$ cat config.mk
export PLATFORM = sky130hd
export DESIGN_NAME = stor_irq_cause
export DESIGN_NICKNAME = d
export VERILOG_FILES = /design/src/rtl/icr_pkg.sv /design/src/rtl/icr_cause_bank.sv /design/src/rtl/icr_err_capture.sv /design/src/rtl/icr_bus_regs.sv /design/src/rtl/stor_irq_cause.sv
export SDC_FILE = /design/constraint.sdc
export NUM_CORES = 1
export LEC_CHECK = 0
export BUFFER_PORTS_ARGS = -buffer_cell sky130_fd_sc_hd__buf_4
export CAP_MARGIN = 10
export CORE_ASPECT_RATIO = 0.9
export CORE_MARGIN = 4
export CORE_UTILIZATION = 45
export CTS_CLUSTER_DIAMETER = 150
export DETAILED_ROUTE_END_ITERATION = 10
export HOLD_SLACK_MARGIN = 0.1
export PLACE_DENSITY_LB_ADDON = 0.25
export SKIP_LAST_GASP = 1
export SLEW_MARGIN = 20
export SYNTH_ARGS = -nofsm -noshare
export SYNTH_HDL_FRONTEND = slang
export SYNTH_SLANG_ARGS = --single-unit
$ cat constraint.sdc
create_clock -name clk -period 4.1 [get_ports clk]
set_clock_uncertainty 0.05 [all_clocks]
set_input_delay 1.025 -clock clk [delete_from_list [all_inputs] [get_ports clk]]
set_output_delay 1.025 -clock clk [all_outputs]
set_load 0.01 [all_outputs]
$ cat src/rtl/icr_pkg.sv
package icr_pkg;
  localparam int unsigned CAUSE_N   = 2;
  localparam int unsigned CAUSE_DEV = 0;
  localparam int unsigned CAUSE_ERR = 1;
  // word indices (byte offset / 4)
  localparam int unsigned W_ERR_LO  = 0;
  localparam int unsigned W_ERR_HI  = 1;
  localparam int unsigned W_STATUS  = 3;
  localparam int unsigned W_EN_SET  = 5;
  localparam int unsigned W_CLEAR   = 7;
endpackage

$ cat src/rtl/icr_cause_bank.sv
module icr_cause_bank
  import icr_pkg::*;
(
  input  logic               clk,
  input  logic               rst,
  input  logic [CAUSE_N-1:0] evt,
  input  logic [CAUSE_N-1:0] clr_mask,
  input  logic               clr_all,
  output logic [CAUSE_N-1:0] cause_q
);
  genvar gi;
  generate
    for (gi = 0; gi < CAUSE_N; gi++) begin : g_bit
      logic keep;
      assign keep = cause_q[gi] & ~clr_mask[gi] & ~clr_all;
      always_ff @(posedge clk) begin
        if (rst) cause_q[gi] <= 1'b0;
        else     cause_q[gi] <= evt[gi] | keep;  // new event wins over clear
      end
    end
  endgenerate
endmodule

$ cat src/rtl/icr_err_capture.sv
module icr_err_capture #(
  parameter int unsigned ADDR_W = 64
) (
  input  logic              clk,
  input  logic              rst,
  input  logic              err_evt,
  input  logic              armed,
  input  logic [ADDR_W-1:0] addr_in,
  output logic [ADDR_W-1:0] addr_q
);
  always_ff @(posedge clk) begin
    if (rst)                   addr_q <= '0;
    else if (err_evt && armed) addr_q <= addr_in;
  end
endmodule

$ cat src/rtl/icr_bus_regs.sv
module icr_bus_regs
  import icr_pkg::*;
#(
  parameter int unsigned DATA_W     = 32,
  parameter int unsigned ADDR_W     = 5,
  parameter int unsigned ERR_ADDR_W = 64
) (
  input  logic                  clk,
  input  logic                  rst,
  input  logic                  bus_wr,
  input  logic                  bus_rd,
  input  logic [ADDR_W-1:0]     bus_addr,
  input  logic [DATA_W-1:0]     bus_wdata,
  input  logic [CAUSE_N-1:0]    cause,
  input  logic [ERR_ADDR_W-1:0] err_addr,
  output logic [CAUSE_N-1:0]    en_q,
  output logic [CAUSE_N-1:0]    clr_mask,
  output logic [DATA_W-1:0]     rdata,
  output logic                  rdata_vld
);
  localparam int unsigned WIDX_W = ADDR_W - 2;
  localparam int unsigned PAD_W  = 2 * DATA_W;

  logic [WIDX_W-1:0] word;
  logic [PAD_W-1:0]  err_pad;
  logic [DATA_W-1:0] rmux;

  assign word    = bus_addr[ADDR_W-1:2];
  assign err_pad = PAD_W'(err_addr);

  assign clr_mask = (bus_wr && word == WIDX_W'(W_CLEAR)) ? bus_wdata[CAUSE_N-1:0] : '0;

  always_ff @(posedge clk) begin
    if (rst) en_q <= '0;
    else if (bus_wr && word == WIDX_W'(W_EN_SET)) en_q <= en_q | bus_wdata[CAUSE_N-1:0];
  end

  always_comb begin
    rmux = '0;
    if (word == WIDX_W'(W_ERR_LO))      rmux = err_pad[DATA_W-1:0];
    else if (word == WIDX_W'(W_ERR_HI)) rmux = err_pad[PAD_W-1:DATA_W];
    else if (word == WIDX_W'(W_STATUS)) rmux = DATA_W'(cause);
    else if (word == WIDX_W'(W_EN_SET)) rmux = DATA_W'(en_q);
  end

  always_ff @(posedge clk) begin
    if (rst) begin
      rdata     <= '0;
      rdata_vld <= 1'b0;
    end else begin
      rdata_vld <= bus_rd;
      if (bus_rd) rdata <= rmux;
    end
  end
endmodule

$ cat src/rtl/stor_irq_cause.sv
module stor_irq_cause
  import icr_pkg::*;
#(
  parameter int unsigned DATA_W     = 32,
  parameter int unsigned ADDR_W     = 5,
  parameter int unsigned ERR_ADDR_W = 64,
  parameter int unsigned STAT_W     = 8,
  parameter int unsigned BUSY_BIT   = 7
) (
  input  logic                  clk,
  input  logic                  rst,
  input  logic                  bus_wr,
  input  logic                  bus_rd,
  input  logic [ADDR_W-1:0]     bus_addr,
  input  logic [DATA_W-1:0]     bus_wdata,
  output logic [DATA_W-1:0]     bus_rdata,
  output logic                  bus_rdata_vld,
  input  logic                  dev_evt,
  input  logic                  err_evt,
  input  logic [ERR_ADDR_W-1:0] err_addr_in,
  input  logic                  stat_rd,
  input  logic [STAT_W-1:0]     stat_byte,
  output logic                  irq_out
);
  logic [CAUSE_N-1:0]    evt;
  logic [CAUSE_N-1:0]    cause_q;
  logic [CAUSE_N-1:0]    en_q;
  logic [CAUSE_N-1:0]    clr_mask;
  logic                  stat_clr;
  logic [ERR_ADDR_W-1:0] err_addr_q;

  always_comb begin
    evt            = '0;
    evt[CAUSE_DEV] = dev_evt;
    evt[CAUSE_ERR] = err_evt;
  end

  assign stat_clr = stat_rd & ~stat_byte[BUSY_BIT];

  icr_cause_bank u_cause (
    .clk      (clk),
    .rst      (rst),
    .evt      (evt),
    .clr_mask (clr_mask),
    .clr_all  (stat_clr),
    .cause_q  (cause_q)
  );

  icr_err_capture #(.ADDR_W(ERR_ADDR_W)) u_errcap (
    .clk     (clk),
    .rst     (rst),
    .err_evt (err_evt),
    .armed   (~cause_q[CAUSE_ERR]),
    .addr_in (err_addr_in),
    .addr_q  (err_addr_q)
  );

  icr_bus_regs #(.DATA_W(DATA_W), .ADDR_W(ADDR_W), .ERR_ADDR_W(ERR_ADDR_W)) u_regs (
    .clk       (clk),
    .rst       (rst),
    .bus_wr    (bus_wr),
    .bus_rd    (bus_rd),
    .bus_addr  (bus_addr),
    .bus_wdata (bus_wdata),
    .cause     (cause_q),
    .err_addr  (err_addr_q),
    .en_q      (en_q),
    .clr_mask  (clr_mask),
    .rdata     (bus_rdata),
    .rdata_vld (bus_rdata_vld)
  );

  always_ff @(posedge clk) begin
    if (rst) irq_out <= 1'b0;
    else     irq_out <= |(cause_q & en_q);
  end
endmodule

==> results of run 1 <==
==> logic make-up after synthesis <==
group           count (synthesis)  share of synthesized area [%]
mux                             2                          0.539
buf+inv                        40                           5.33
simple gates                  182                           17.9
flops                         102                           48.9
compound gates                133                           27.4
==> how the worst min path moves through the flow <==
stage	startpoint	to	slack, ns	depth (start not counted)
2_1_floorplan	u_errcap.addr_q[0]	u_errcap.addr_q[0]	0.38	2
3_3_place_gp	u_errcap.addr_q[0]	u_errcap.addr_q[0]	0.39	2
3_5_place_dp	u_errcap.addr_q[1]	u_errcap.addr_q[1]	0.39	2
4_1_cts	u_errcap.addr_q[1]	u_errcap.addr_q[1]	0.41	2
5_1_grt	u_errcap.addr_q[32]	u_errcap.addr_q[32]	0.44	2
6_report	u_errcap.addr_q[1]	u_errcap.addr_q[1]	0.41	2
==> metrics by stage <==
stage,instances,power (mW),worst slack (ns),instance area [sq um],hold WS (ns)
finish,673,2.05,1.81,5270,0.407
floorplan,459,1.26,2.06,4180,0.381
CTS,673,2.08,1.79,5270,0.408
global placement,656,1.37,1.41,5010,0.392
detailed placement,657,1.38,1.40,5040,0.393
global route,673,2.15,1.74,5270,0.437
==> Yosys cell counts (all sizes together) <==
library cell  number  area share (%)
nand2            130              12
dfxtp            102              49
a21oi             68             8.1
nor2              35             3.1
a22oi             31             9.2
a211oi            30             9.0
buf               25             4.0
clkbuf            15             1.3
nor2b              3            0.45
nor3               3            0.48
nor3b              3            0.81
a21o               2            0.36
a311oi             2            0.72
mux2               2            0.54
nand2b             2            0.30
nand3              2            0.24
or3b               2            0.42
and4b              1            0.24
nand4              1            0.15
==> power by group through the flow <==
stage	Sequential [mW]	Combinational, mW	Clock [mW]
final	1.08	0.271	0.698
after global routing	1.09	0.300	0.759
after CTS	1.08	0.275	0.721
after detailed placement	1.10	0.274	0
after global placement	1.10	0.267	0
after floorplan	1.10	0.152	0
==> cell usage in the layout, fill, tap and decap left out, drive strengths merged <==
cell | Yosys | final
nand4 | 1 | 1
or3b | 2 | 2
bufinv | 0 | 2
nand2 | 130 | 130
nor2 | 35 | 35
nor3 | 3 | 3
nand2b | 2 | 2
a21oi | 68 | 68
dfxtp | 102 | 102
mux2 | 2 | 2
clkinv | 0 | 3
a22oi | 31 | 31
nor3b | 3 | 3
nand3 | 2 | 2
buf | 25 | 116
a211oi | 30 | 30
and4b | 1 | 1
nor2b | 3 | 3
a311oi | 2 | 2
a21o | 2 | 2
clkbuf | 15 | 11
==> worst max-delay path: stages <==
cell	delay, ns
buf_4	0.15
nor3b_4	0.75
buf_12	0.28
a22oi_2	0.08
a211oi_2	0.22
==> metal layers <==
| layer | up-vias | part of all wire, % | global-route usage (%) |
|---|---|---|---|
| met4 | 0 | 0.83 | 6.04 |
| met3 | 7 | 4.9 | 3.18 |
| met5 | - | 0 | 0 |
| li1 | 1741 | - | - |
| met2 | 87 | 47 | 28.7 |
| met1 | 1621 | 47 | 24.4 |
==> final cells by class <==
class	count	area (sq um)
fill	833	3820
sequential	102	2040
multi-input combinational	317	1930
timing repair buffer	116	916
tap	122	153
clock buffer	11	141
clock inverter	5	82.6
==> flip-flops by register name, indices dropped and copies added, names as in the netlist <==
name and count:
u_errcap.addr_q 64, u_regs.rdata 32, u_cause.cause_q 2, u_regs.en_q 2, irq_out 1, u_regs.rdata_vld 1
==> flow_metrics.tcl, run 1 <==
set metrics [dict create \
    status "finished clean" \
    critPathRequiredTime_ns 4.33 \
    die-area_sq_mm 0.0109 \
    netSwitchingFraction_pct 25.0 \
    cts_resized 0 \
    cts_root_buffer "clkbuf_8" \
    pin_count 150 \
    grt_antenna_before_repair 0 \
    p_leak_nw 1.99 \
    ys_ff_latch 102 \
    finalMaxSlewViolations 0 \
    ant_nets 0 \
    crit_type "in -> reg" \
    syn_to_final_growth_pct 26.0 \
    htreeDepth 3 \
    power_frac_seq_pct 52.7 \
    rsz0062_at_grt "false" \
    synth-seq-area-share_pct 48.9 \
    layout-drive-gt1-share_pct 36.1 \
    setup_tns_ns 0 \
    clock-sinks 102 \
    wl_per_cell_um 14.4 \
    drc 0 \
    rows 33 \
    peakVddDrop_v 0.000161 \
    hold_path_class "reg -> reg" \
    final-hold-violation-count 0 \
    switchingPower_uw 513 \
    antenna_cells 0 \
    drt_iter0_drc 168 \
    finalCriticalPeriod_ns 2.29 \
    cp-start-kind "input port" \
    cts_tree "done" \
    reg2reg_setup_slack_ns 2.34 \
    tightest_slew_ns 0.885 \
    setup_viol 0 \
    gr-usage-all-layers_pct 17.9 \
    worstPathArrival_ns 2.52 \
    grt_overflow 0 \
    numCtsBuffers 9 \
    avgSynthCellArea_sq_um 9.10 \
    nets 662 \
    finalWeightedCongestion 0.775 \
    period_share_pct 55.9 \
    endpoint_kind "flop" \
    ys_warn_count 0 \
    path_clk_slew_ns 0.10 \
    final_core_utilization_pct 58.0 \
    vias 3456 \
    io_buffers 110 \
    drv_cap 0 \
    grt_max_degree 66 \
    die_w_um 110 \
    dp.final_hpwl_um 6310 \
    synthesis.area_sq_mm 0.00418 \
    r2r_cells 4 \
    p_clk_share_pct 34.1 \
    reg2reg_from "u_cause.cause_q[1]" \
    vias_per_cell 5.14 \
    slew_headroom_pct 41.0 \
    synth_cells 459 \
    dieHeight_um 99.4 \
    post-cts-setup-buffer-count 0 \
    r2r_end "u_errcap.addr_q[10]" \
    grt_pass1_wl_um 15500 \
    p_int_mw 1.54 \
    drt_first_pass_iters 4 \
    core_sq_mm 0.00908 \
    crit_start "bus_addr[4]" \
    clkLatencyLatePin_ns 0.35 \
    endpoint "u_regs.rdata[17]" \
    p_comb_share_pct 13.2 \
    synth_nets 575 \
    worst-path-max-fanout 19 \
    p_per_area_mw_per_mm2 389 \
    start_util_pct 46.0 \
    cts_hold_buffers 0 \
    grt_pass1_vias 3330 \
    drt-total-wl_um 9690 \
    ys_types 24 \
    cts_buffer_depth 2 \
    fmax_mhz 436 \
]
Note: power is estimated with default switching activity, not from simulation.
==> run 2, diff against run 1 <==
- clock period: 4.1 -> 2.4 ns (I/O delays scaled with it)
==> run 2 against run 1 <==
Against the previous run: first-iteration DRC count increased by 15%; routed wire length increased by 0.37%; power increased by 65%; critical path depth decreased by 4; flip-flop and latch count unchanged; die area unchanged; largest power group unchanged; via count increased by 0.64%; global-route usage increased by 0.70 points.
==> flow_metrics.tcl, run 2 (same netlist as run 1, synthesis figures left out) <==
set metrics [dict create \
    grt_pass1_vias 3473 \
    htreeDepth 3 \
    clkLatencyLatePin_ns 0.36 \
    reg_top3 "u_errcap.addr_q x64, u_regs.rdata x32" \
    fillCellCount 858 \
    final_core_utilization_pct 58.1 \
    status "finished clean" \
    syn_to_final_growth_pct 26.2 \
    placed_cell_area_sq_mm 0.00508 \
    period_share_pct 63.6 \
    tightest_slew_ns 0.573 \
    final_cell_mix "130 x nand2_1, 117 x buf_4, 102 x dfxtp_1, 68 x a21oi_1, 35 x nor2_1" \
    rsz0062_at_grt "false" \
    slowest_delay_ns 0.38 \
    path_clk_slew_ns 0.09 \
    pin_count 150 \
    layout.cell_area.non_filler_sq_mm 0.00527 \
    drv_cap 0 \
    switchingPower_uw 862 \
    dieHeight_um 99.4 \
    layout-drive-gt1-share_pct 36.4 \
    p_int_mw 2.52 \
    start_util_pct 46.0 \
    setup_ws_ns 0.874 \
    largest_reg_flops 64 \
    place_ws_ns 0.530 \
    grt_max_degree 65 \
    hold_path_class "reg -> reg" \
    die-area_sq_mm 0.0109 \
    finalPower_mw 3.38 \
    path_buf_inv 1 \
    grt_overflow 0 \
    vias 3478 \
    netSwitchingFraction_pct 25.5 \
    p_comb_share_pct 13.9 \
    post-cts-setup-buffer-count 0 \
    final-hold-violation-count 0 \
    drt_iter0_drc 193 \
    cts_tree "done" \
    endpoint_kind "primary output" \
    ant_nets 0 \
    antenna_cells 0 \
    setup_viol 0 \
    crit_chain "buf_4" \
    wl_per_cell_um 14.4 \
    rows 33 \
    dp.final_hpwl_um 6550 \
    cts_root_buffer "clkbuf_8" \
    crit_path_top_delay_cell "dfxtp_1" \
    io_buffers 110 \
    clock-sinks 102 \
    p_leak_nw 2.00 \
    reg2reg_setup_slack_ns 1.09 \
    nets 667 \
    slew_headroom_pct 61.8 \
    finalCriticalPeriod_ns 1.53 \
    grt_antenna_before_repair 0 \
    drc 0 \
    die_w_um 110 \
    grt_pass1_wl_um 16200 \
    multiInputGateArea_sq_mm 0.00193 \
    peakVddDrop_v 0.000307 \
    cts_resized 0 \
    cts_hold_buffers 0 \
    p_per_area_mw_per_mm2 641 \
    cp-start-kind "flop" \
    critPathRequiredTime_ns 1.75 \
    drt_first_pass_iters 4 \
    finalMaxSlewViolations 0 \
    cts_buffer_depth 2 \
    setup_tns_ns 0 \
    worstPathArrival_ns 0.88 \
    power_frac_seq_pct 54.6 \
    largest-register "u_errcap.addr_q" \
    final-seq-area_sq_mm 0.00204 \
    worst-path-max-fanout 2 \
    drt-total-wl_um 9730 \
    crit_type "reg -> out" \
    fmax_mhz 655 \
    vias_per_cell 5.14 \
    numCtsBuffers 9 \
    p_clk_share_pct 31.5 \
    gr-usage-all-layers_pct 18.6 \
    final_common_cell "nand2_1" \
    core_sq_mm 0.00908 \
    cp_top_family "flip-flops" \
    finalWeightedCongestion 0.748 \
]
[run 2: changes by cell type in the layout (fill, tap and decap cells not counted), sizes merged]
cell | previous run | this run
clkbuf | 11 | 12
clkinv | 3 | 0
buf | 116 | 121
bufinv | 2 | 1
clkinvlp | 0 | 2
[run 2: layout make-up]
class | instances | area share [%]
sequential | 102 | 38.7
clock buffer | 12 | 2.75
timing repair buffer | 121 | 18.2
clock inverter | 3 | 0.854
multi-input combinational | 317 | 36.6
tap | 122 | 2.89
[run 2: final timing paths]
kind,from,endpoint,cells past startpoint
worst max-delay path,u_regs.rdata[27],bus_rdata[27],1
worst min-delay path,u_errcap.addr_q[0],u_errcap.addr_q[0],2
worst max register to register,u_cause.cause_q[1],u_errcap.addr_q[9],4
worst min register to register,u_errcap.addr_q[0],u_errcap.addr_q[0],2
[run 2: through the flow]
| stage | instances | hold WS [ns] |
|---|---|---|
| 2_1_floorplan | 459 | 0.381 |
| 3_3_place_gp | 662 | 0.395 |
| 3_5_place_dp | 662 | 0.399 |
| 4_1_cts | 677 | 0.409 |
| 5_1_grt | 677 | 0.405 |
| 6_report | 677 | 0.408 |
[run 2: power groups by stage]
| stage | sequential (mW) | clock, mW | combinational, mW |
|---|---|---|---|
| 6_report | 1.85 | 1.06 | 0.471 |
| 3_5_place_dp | 1.89 | 0 | 0.477 |
| 3_3_place_gp | 1.88 | 0 | 0.467 |
| 5_1_grt | 1.86 | 1.17 | 0.523 |
| 4_1_cts | 1.85 | 1.10 | 0.478 |
| 2_1_floorplan | 1.89 | 0 | 0.260 |
[run 2: metal layers]
layer / GRT usage, % / wire, um / up-vias
met4: 4.51 / 90 / 0
met5: 0 / 0 / -
met1: 23.6 / 4210 / 1626
met3: 4.80 / 630 / 8
li1: - / - / 1741
met2: 31.6 / 4800 / 103
[run 2: tightest hold or removal path: cells and delay by family, from the launching register on]
family	cells	cell delay, ns
flops	1	0.32
simple gates	1	0.05
compound gates	1	0.05
